`src/rtl/asu_pkg.sv`:
```
package asu_pkg;
  typedef enum logic [3:0] {
    OP_ADD  = 4'd0,
    OP_SUB  = 4'd1,
    OP_ADC  = 4'd2,
    OP_SBC  = 4'd3,
    OP_NEG  = 4'd4,
    OP_NGC  = 4'd5,
    OP_CMP  = 4'd6,
    OP_CMN  = 4'd7,
    OP_ADR  = 4'd8,
    OP_ADRP = 4'd9
  } asu_op_e;

  typedef struct packed {
    logic n;
    logic z;
    logic c;
    logic v;
  } asu_flags_t;
endpackage

```
`src/rtl/asu_opsel.sv`:
```
module asu_opsel
  import asu_pkg::*;
#(
  parameter int XLEN = 64
) (
  input  logic [3:0]      op_i,
  input  logic [XLEN-1:0] rn_i,
  input  logic [XLEN-1:0] op2_i,
  input  logic            c_flag_i,
  output logic [XLEN-1:0] a_o,
  output logic [XLEN-1:0] b_o,
  output logic            cin_o,
  output logic            is_arith_o,
  output logic            is_cmp_o,
  output logic            is_addr_o,
  output logic            is_page_o
);
  logic sub_path, zero_a;

  always_comb begin
    sub_path   = 1'b0;
    zero_a     = 1'b0;
    cin_o      = 1'b0;
    is_arith_o = 1'b1;
    is_cmp_o   = 1'b0;
    is_addr_o  = 1'b0;
    is_page_o  = 1'b0;
    unique case (op_i)
      OP_ADD:  ;
      OP_ADC:  cin_o = c_flag_i;
      OP_SUB:  begin sub_path = 1'b1; cin_o = 1'b1; end
      OP_SBC:  begin sub_path = 1'b1; cin_o = c_flag_i; end
      OP_NEG:  begin sub_path = 1'b1; zero_a = 1'b1; cin_o = 1'b1; end
      OP_NGC:  begin sub_path = 1'b1; zero_a = 1'b1; cin_o = c_flag_i; end
      OP_CMP:  begin sub_path = 1'b1; cin_o = 1'b1; is_cmp_o = 1'b1; end
      OP_CMN:  is_cmp_o = 1'b1;
      OP_ADR:  begin is_arith_o = 1'b0; is_addr_o = 1'b1; end
      OP_ADRP: begin is_arith_o = 1'b0; is_addr_o = 1'b1; is_page_o = 1'b1; end
      default: is_arith_o = 1'b0;
    endcase
  end

  // subtraction is addition of the inverted operand plus carry-in
  assign a_o = zero_a   ? '0     : rn_i;
  assign b_o = sub_path ? ~op2_i : op2_i;
endmodule

```
`src/rtl/asu_adder.sv`:
```
module asu_adder #(
  parameter int XLEN = 64,
  parameter int NLEN = 32
) (
  input  logic [XLEN-1:0] a_i,
  input  logic [XLEN-1:0] b_i,
  input  logic            cin_i,
  input  logic            wide_i,
  output logic [XLEN-1:0] sum_o,
  output logic            n_o,
  output logic            z_o,
  output logic            c_o,
  output logic            v_o
);
  localparam int HI_W = XLEN - NLEN;

  logic [XLEN:0] full_sum;
  logic [NLEN:0] nar_sum;
  logic          sa, sb, sr;

  assign full_sum = {1'b0, a_i} + {1'b0, b_i} + {{XLEN{1'b0}}, cin_i};
  assign nar_sum  = {1'b0, a_i[NLEN-1:0]} + {1'b0, b_i[NLEN-1:0]} + {{NLEN{1'b0}}, cin_i};

  assign sum_o = wide_i ? full_sum[XLEN-1:0] : {{HI_W{1'b0}}, nar_sum[NLEN-1:0]};
  assign sa    = wide_i ? a_i[XLEN-1] : a_i[NLEN-1];
  assign sb    = wide_i ? b_i[XLEN-1] : b_i[NLEN-1];
  assign sr    = wide_i ? full_sum[XLEN-1] : nar_sum[NLEN-1];

  assign n_o = sr;
  assign z_o = (sum_o == '0);
  assign c_o = wide_i ? full_sum[XLEN] : nar_sum[NLEN];
  assign v_o = (sa == sb) && (sr != sa);
endmodule

```
`src/rtl/asu_addr_gen.sv`:
```
module asu_addr_gen #(
  parameter int XLEN     = 64,
  parameter int ADR_W    = 21,
  parameter int PG_W     = 33,
  parameter int PG_SHIFT = 12
) (
  input  logic [XLEN-1:0] pc_i,
  input  logic [PG_W-1:0] imm_i,
  input  logic            page_i,
  output logic [XLEN-1:0] addr_o
);
  logic [XLEN-1:0] off_byte, off_page, base;

  assign off_byte = {{(XLEN-ADR_W){imm_i[ADR_W-1]}}, imm_i[ADR_W-1:0]};
  assign off_page = {{(XLEN-PG_W){imm_i[PG_W-1]}}, imm_i[PG_W-1:PG_SHIFT], {PG_SHIFT{1'b0}}};
  assign base     = page_i ? {pc_i[XLEN-1:PG_SHIFT], {PG_SHIFT{1'b0}}} : pc_i;
  assign addr_o   = base + (page_i ? off_page : off_byte);
endmodule

```
`src/rtl/asu_core.sv`:
```
module asu_core
  import asu_pkg::*;
#(
  parameter int XLEN     = 64,
  parameter int NLEN     = 32,
  parameter int ADR_W    = 21,
  parameter int PG_W     = 33,
  parameter int PG_SHIFT = 12
) (
  input  logic [3:0]      op_i,
  input  logic            wide_i,
  input  logic            set_flags_i,
  input  logic [XLEN-1:0] rn_i,
  input  logic [XLEN-1:0] op2_i,
  input  logic [3:0]      flags_i,
  input  logic [XLEN-1:0] pc_i,
  input  logic [PG_W-1:0] imm_i,
  output logic [XLEN-1:0] res_o,
  output logic            wr_en_o,
  output logic [3:0]      flags_o
);
  asu_flags_t      fl_in, fl_new;
  logic [XLEN-1:0] a, b, sum, addr;
  logic            cin, is_arith, is_cmp, is_addr, is_page, upd_flags;

  assign fl_in = asu_flags_t'(flags_i);

  asu_opsel #(.XLEN(XLEN)) u_opsel (
    .op_i(op_i), .rn_i(rn_i), .op2_i(op2_i), .c_flag_i(fl_in.c),
    .a_o(a), .b_o(b), .cin_o(cin),
    .is_arith_o(is_arith), .is_cmp_o(is_cmp), .is_addr_o(is_addr), .is_page_o(is_page)
  );

  asu_adder #(.XLEN(XLEN), .NLEN(NLEN)) u_adder (
    .a_i(a), .b_i(b), .cin_i(cin), .wide_i(wide_i), .sum_o(sum),
    .n_o(fl_new.n), .z_o(fl_new.z), .c_o(fl_new.c), .v_o(fl_new.v)
  );

  asu_addr_gen #(.XLEN(XLEN), .ADR_W(ADR_W), .PG_W(PG_W), .PG_SHIFT(PG_SHIFT)) u_addr (
    .pc_i(pc_i), .imm_i(imm_i), .page_i(is_page), .addr_o(addr)
  );

  // compares always write flags
  assign upd_flags = is_arith && (set_flags_i || is_cmp);
  assign wr_en_o   = (is_arith && !is_cmp) || is_addr;
  assign flags_o   = upd_flags ? fl_new : fl_in;

  always_comb begin
    if (is_addr)                  res_o = addr;
    else if (is_arith && !is_cmp) res_o = sum;
    else                          res_o = '0;
  end

  always_comb begin
    AST_CMP_NO_WRITE: assert (!(op_i inside {OP_CMP, OP_CMN}) || (!wr_en_o && res_o == '0))
      else $error("compare wrote a result");
    AST_NARROW_ZEXT: assert (wide_i || is_addr || res_o[XLEN-1:NLEN] == '0)
      else $error("narrow result not zero-extended");
    AST_Z_TRACKS_RES: assert (!(upd_flags && wr_en_o) || (flags_o[2] == (res_o == '0)))
      else $error("Z disagrees with result");
    AST_FLAGS_HOLD: assert (set_flags_i || !(op_i inside {[4'd0:4'd5]}) || flags_o == flags_i)
      else $error("flags changed without update");
    AST_PAGE_ALIGN: assert (op_i != OP_ADRP || res_o[PG_SHIFT-1:0] == '0)
      else $error("page address not aligned");
    AST_RSVD_IDLE: assert (op_i < 4'd10 || (!wr_en_o && flags_o == flags_i))
      else $error("reserved code had an effect");
  end
endmodule

```
`config.mk`:
```
export PLATFORM = sky130hd
export DESIGN_NAME = asu_core
export DESIGN_NICKNAME = d
export VERILOG_FILES = /design/src/rtl/asu_pkg.sv /design/src/rtl/asu_opsel.sv /design/src/rtl/asu_adder.sv /design/src/rtl/asu_addr_gen.sv /design/src/rtl/asu_core.sv
export SDC_FILE = /design/constraint.sdc
export NUM_CORES = 1
export LEC_CHECK = 0
export ABC_AREA = 1
export BUFFER_PORTS_ARGS = -buffer_cell sky130_fd_sc_hd__buf_4
export CAP_MARGIN = 20
export CORE_UTILIZATION = 60
export DETAILED_ROUTE_END_ITERATION = 16
export GPL_ROUTABILITY_DRIVEN = 0
export PLACE_DENSITY = 0.92
export SYNTH_ARGS = -nofsm -noshare
export SYNTH_HDL_FRONTEND = slang
export SYNTH_SLANG_ARGS = --single-unit
```
`constraint.sdc`:
```
create_clock -name vclk -period 11.25
set_input_delay 1.6875 -clock vclk [all_inputs]
set_output_delay 1.6875 -clock vclk [all_outputs]
set_load 0.01 [all_outputs]
```
After elaboration in Yosys (flattened, before gate mapping)
Index checks and enable logic that the tools add are counted.
{"block": "word_totals", "wordCells": 51, "regBits": 0, "out_inout_bits": 69, "inputBits": 235}
{"block": "classes", "muxes": 19, "bitwise_logic": 1, "eq_ne": 11, "n_reduce_logical": 15, "n_addsub": 5}
{"operator": "64-bit 2-to-1 mux", "count": 6}
{"operator": "64-bit by 64-bit adder with 65-bit output", "count": 1}
{"operator": "65-bit by 1-bit adder with 65-bit output", "count": 1}
{"operator": "64-bit adder", "count": 1}
{"operator": "64-bit logical NOT", "count": 1}
{"operator": "64-bit NOT", "count": 1}
{"operator": "32-bit by 32-bit adder with 33-bit output", "count": 1}
{"operator": "33-bit by 1-bit adder with 33-bit output", "count": 1}
{"operator": "4-bit by 3-bit equality test with 1-bit output, second input constant", "count": 4}
{"operator": "12-bit 2-to-1 mux", "count": 1}
{"operator": "1-bit 2-to-1 mux", "count": 10}
{"operator": "4-bit by 2-bit equality test with 1-bit output, second input constant", "count": 2}
{"operator": "4-bit equality test, second input constant", "count": 2}
{"operator": "8-bit OR reduction", "count": 1}
{"operator": "2-bit OR reduction", "count": 3}
{"operator": "3-bit OR reduction", "count": 2}
{"operator": "5-bit OR reduction", "count": 1}
{"operator": "4-bit by 1-bit equality test with 1-bit output, second input constant", "count": 1}
{"operator": "4-bit logical NOT", "count": 1}
{"operator": "4-bit 2-to-1 mux", "count": 1}
{"operator": "1-bit logical AND", "count": 3}
{"operator": "1-bit logical OR", "count": 2}
{"operator": "1-bit case mux with 2 select lines", "count": 1}
{"operator": "1-bit equality test", "count": 1}
{"operator": "2 further kinds", "count": 2}

Longest topological paths before layout
{"block": "depth", "depth_word": 10, "depth_mapped": 28, "mapped_depth_nobuf": 26}

By module
Synthesis repeated with hierarchy kept, for this count alone.
{"block": "unflattened", "hier_cells": 3484, "area_unflattened_um2": 15880.2}
{"mod": "asu_adder", "n_inst": 1, "seq_area_each_um2": 0.0, "cells_per_inst": 1445, "area_per_inst_um2": 6527.5}
{"mod": "asu_addr_gen", "n_inst": 1, "seq_area_each_um2": 0.0, "cells_per_inst": 1370, "area_per_inst_um2": 6246.0}
{"mod": "asu_opsel", "n_inst": 1, "seq_area_each_um2": 0.0, "cells_per_inst": 437, "area_per_inst_um2": 1901.8}
{"mod": "asu_core", "n_inst": 1, "seq_area_each_um2": 0.0, "cells_per_inst": 232, "area_per_inst_um2": 1204.9}

Worst setup path before layout
Ideal clock, no wire load.
{"block": "synth_timing", "path_kind": "input to output", "start": "in op_i[3]", "end": "out res_o[52]", "setup_slack_ns": 4.776, "arrival_time_ns": 4.787, "required_time_ns": 9.562, "cell_stages": 18, "path_cell_list": "inv_1 nor3_4 inv_1 nor2_2 or2_2 o21ai_2 inv_1 ha_1 a21oi_1 a21boi_0 o21ai_0 a21oi_1 nand3_1 nand2_1 nand2_1 or2_2 nand3_1 o21ai_0"}
{"block": "synth_between", "elab_chain_cells": 9, "elab_cells_between_ends": 36}
{"element": "from (decl)", "line_no": "asu_core.sv:10", "rtl": "input logic [3:0] op_i,"}
{"element": "4-bit by 1-bit equality test with 1-bit output, or another cell as far along", "line_no": "asu_opsel.sv:28", "rtl": "unique case (op_i)"}
{"element": "5-bit OR reduction (no line) / 2-bit OR reduction (equally long branches)"}
{"element": "1-bit 2-to-1 mux", "line_no": "asu_opsel.sv:28"}
{"element": "64-bit 2-to-1 mux, on equally long branches", "line_no": "asu_opsel.sv:45, asu_opsel.sv:44"}
{"element": "64-bit by 64-bit adder with 65-bit output", "line_no": "asu_adder.sv:21", "rtl": "assign full_sum = {1'b0, a_i} + {1'b0, b_i} + {{XLEN{1'b0}}, cin_i};"}
{"element": "65-bit by 1-bit adder with 65-bit output", "line_no": "asu_adder.sv:21"}
{"element": "64-bit 2-to-1 mux", "line_no": "asu_adder.sv:24", "rtl": "assign sum_o = wide_i ? full_sum[XLEN-1:0] : {{HI_W{1'b0}}, nar_sum[NLEN-1:0]};"}
{"element": "64-bit 2-to-1 mux", "line_no": "asu_core.sv:50", "rtl": "else if (is_arith && !is_cmp) res_o = sum;"}
{"element": "64-bit 2-to-1 mux *", "line_no": "asu_core.sv:49", "rtl": "if (is_addr) res_o = addr;"}
{"element": "to (decl)", "line_no": "asu_core.sv:18", "rtl": "output logic [XLEN-1:0] res_o,"}
Every way passes the cells marked *; elsewhere a longest branch is shown, timed or not.

Worst setup path in the final report
{"block": "layout_timing", "start": "in op_i[1]", "end": "out res_o[56]"}
Same word-level chain as after synthesis.

==> results.txt <==
The run finished with clean final reports. Simple logic cell fraction of the synthesized area: 0.455. The final layout contains 3139 nets. The routed wirelength normalized by instance count was 15.8 um; the area enclosed by the die boundary was 21300 um^2.

In this run the power spent charging and discharging nets is 0.800 mW. Number of hold violations in the final report: 0. Before antenna repair, the detailed router went through 7 iterations.

The xor-xnor portion of the synthesized cell area works out to 0.0641. The tools report the number of failing setup endpoints in the final timing report as 0. The leakage power of the design was 8.68 nW. Buffers inserted to repair hold after CTS numbered 0.

Dividing the synthesized area by the synthesized cell count gives 4.97 um^2. Minimum clock period: 8.64 ns. The tools report the category of the worst setup path launch point as an input port.

The worst slack at placement was 2.82 ns; the area occupied by registers was 0 um^2. The logs give 0 for the number of cells upsized or downsized after cts and 0 for the post-CTS setup buffer count. The worst hold path belongs to the class input port to output pin. Setup slack closes at 2.61 ns.

The layout cell share with drive strength beyond 1 was 0.146; the sequential share of power was 0. The overall fraction of global-route tracks in use was 0.441; the aggregate negative setup slack was 0 ns. The tools report the overall routed net length as 48100 um. By area, the combinational part of the netlist is dominated by simple AND/OR/NAND/NOR gates. The number of nets with antenna violations after routing was 0; the count of input and output buffers was 304.

For this block, the via count after detailed routing is 17.9k. Timing would allow up to 116 MHz. The post-synthesis adder-cell area fraction came out at 0.132. For the pin with the worst max-slew slack, the measured transition is 1.04 ns. The total number of placement rows was 52; the area of the mapped netlist was 12400 um^2. The worst endpoint required time was 9.56 ns.

The final standard cell count with taps included and fillers excluded is 3043. For the headroom to the max-slew limit, the log shows 0.306. The part of the power in the clock network came out at 0. The library cell used most frequently in the layout, excluding fill and tap cells, is sky130_fd_sc_hd__nand2_1. The largest fanout of any net on the critical path works out to 39.

STA puts the critical path data arrival time at 6.95 ns. The Yosys step of the flow raised 0 warnings. In the layout the commonest cells are 759 x sky130_fd_sc_hd__nand2_1, 475 x sky130_fd_sc_hd__inv_1, 309 x sky130_fd_sc_hd__buf_4, 278 x sky130_fd_sc_hd__nor2_1, 175 x sky130_fd_sc_hd__a21oi_1. Number of pins with negative max-slew slack in the final report: 0. The worst setup path is of the input port to output pin kind. Compared with the post-synthesis result, the final layout area differs by 20.2%.

The repair_antennas step left the layout with diodes totalling 0. Fill cells in the final layout number 1835. The logs give 0.612 for the effective utilization at floorplan and 0.435 mW for the internal power. Dividing total power by cell area gives a power density of 82.6 nW/um^2.

The area fraction in compound gates after synthesis was 0.191. Worst vdd rail ir drop: 0.0000456 V. The vertical extent of the die was 146 um; the post-DP HPWL was 41100 um. The worst setup path is captured at an output pin. The x dimension of the die came out at 146 um. The routed via count divided by cell count works out to 5.88. For this block, the initial DRC count from the detailed router was 2849. Setup repair after global routing left no endpoint under its margin. The core outline area was 20300 um^2.

The number of nets handed over by synthesis was 2863. The tools report the number of global-route vias before repair as 16.7k. Summing all non-filler instances in the final layout gives an area of 14900 um^2.

The share of synthesized area spent on multiplexers works out to 0. For the number of clock buffer instances in the layout, the log shows 0. The residual DRC count is 0. The first-pass GRT wire length was 77900 um. The logs give 3043 for the placed cell count and 3.67 ns for the smallest hold slack.

The max-cap violation count is 0, and the final worst-path cycle share is 0.768. The portion of total power attributed to combinational logic was 1.000; the initial antenna violation count was 0. Switching share of total power: 0.648. The synthesized netlist contains 57 unique library cells. The run gives 2499 as the number of standard cells after synthesis. The run gives 14900 um^2 as the area after detailed placement. Pin placement for this block handled 304 I/O pins.

The tools report the portion of the post-synthesis area used by sequential elements as 0. The number of sequential cells was 0. Entering global routing, the biggest net connects 67 pins. After global routing the overflow that remains totals 0.
-- power groups by stage --
stage	clock network (mW)	registers [mW]	logic, mW
floorplan	0	0	0.782
global placement	0	0	1.14
detailed placement	0	0	1.17
CTS	0	0	1.17
global route	0	0	1.34
finish	0	0	1.23
-- per-layer routing --
layer	routed length, um	vias up	part of all wire	GRT usage
met5	0	-	0	0
met4	3440	0	0.071	0.258
met3	7090	325	0.15	0.120
met2	20100	1430	0.42	0.693
met1	17500	7658	0.36	0.538
li1	-	8465	-	-
-- stage by stage --
stage	utilization	power [mW]
2_1_floorplan	-	0.782
3_3_place_gp	0.736	1.14
3_5_place_dp	0.736	1.17
4_1_cts	0.736	1.17
5_1_grt	0.736	1.34
6_report	0.736	1.23
-- synthesized netlist by cell type (10+ instances only) --
master / instances / share of area
sky130_fd_sc_hd__nand2_1: 760 / 0.23
sky130_fd_sc_hd__inv_1: 475 / 0.14
sky130_fd_sc_hd__nor2_1: 278 / 0.084
sky130_fd_sc_hd__a21oi_1: 175 / 0.070
sky130_fd_sc_hd__o21ai_0: 157 / 0.063
sky130_fd_sc_hd__nand3_1: 127 / 0.051
sky130_fd_sc_hd__ha_1: 126 / 0.13
sky130_fd_sc_hd__xor2_1: 70 / 0.049
sky130_fd_sc_hd__nand2_2: 32 / 0.016
sky130_fd_sc_hd__nand3b_1: 29 / 0.018
sky130_fd_sc_hd__nor3_1: 27 / 0.011
sky130_fd_sc_hd__nand4_1: 25 / 0.013
sky130_fd_sc_hd__clkbuf_1: 22 / 0.0066
sky130_fd_sc_hd__xnor2_1: 21 / 0.015
sky130_fd_sc_hd__o22ai_1: 18 / 0.0091
sky130_fd_sc_hd__a31oi_1: 13 / 0.0065
sky130_fd_sc_hd__o21bai_1: 13 / 0.0078
sky130_fd_sc_hd__or2_2: 12 / 0.0060
sky130_fd_sc_hd__nand3_2: 11 / 0.0089
sky130_fd_sc_hd__nor2_2: 10 / 0.0050
-- area by class of cell --
| class | count | area, um^2 | share of cell area |
|---|---|---|---|
| inverters | 484 | 1820 | 0.122 |
| multi-input cells | 1980 | 10500 | 0.701 |
| well taps | 270 | 338 | 0.0226 |
| repair buffers | 309 | 2320 | 0.155 |
-- worst paths after layout --
| kind | slack, ns | startpoint | depth (start not counted) | to |
|---|---|---|---|---|
| worst max-delay path | 2.61 | op_i[1] | 24 | res_o[56] |
| worst min-delay path | 3.67 | flags_i[0] | 4 | flags_o[0] |
-- worst max-delay path, cell delays in order --
cell and delay, ns:
sky130_fd_sc_hd__buf_4 0.13, sky130_fd_sc_hd__nor3_4 0.17, sky130_fd_sc_hd__buf_4 0.36, sky130_fd_sc_hd__inv_1 0.11, sky130_fd_sc_hd__buf_4 0.29, sky130_fd_sc_hd__nor2_2 0.68
sky130_fd_sc_hd__or2_2 0.34, sky130_fd_sc_hd__o21ai_2 0.11, sky130_fd_sc_hd__inv_1 0.76, sky130_fd_sc_hd__ha_1 0.44, sky130_fd_sc_hd__inv_1 0.11, sky130_fd_sc_hd__o21ai_0 0.14
sky130_fd_sc_hd__a21boi_0 0.23, sky130_fd_sc_hd__o21ai_0 0.20, sky130_fd_sc_hd__a21oi_1 0.17, sky130_fd_sc_hd__nand3_1 0.15, sky130_fd_sc_hd__nand2_1 0.10, sky130_fd_sc_hd__nand2_1 0.11
sky130_fd_sc_hd__nand2_1 0.09, sky130_fd_sc_hd__nand2_1 0.06, sky130_fd_sc_hd__or2_1 0.21, sky130_fd_sc_hd__nand3_1 0.07, sky130_fd_sc_hd__nand2_1 0.06, sky130_fd_sc_hd__buf_4 0.14
-- kinds of logic after synthesis --
| logic type | after synthesis |
|---|---|
| adders and majority gates | 129 |
| buffers and inverters | 519 |
| xor gates and xnor gates | 91 |
| AOI/OAI and AO/OA | 427 |
| and+or+nand+nor | 1333 |
(Power assumes the default switching activity.)
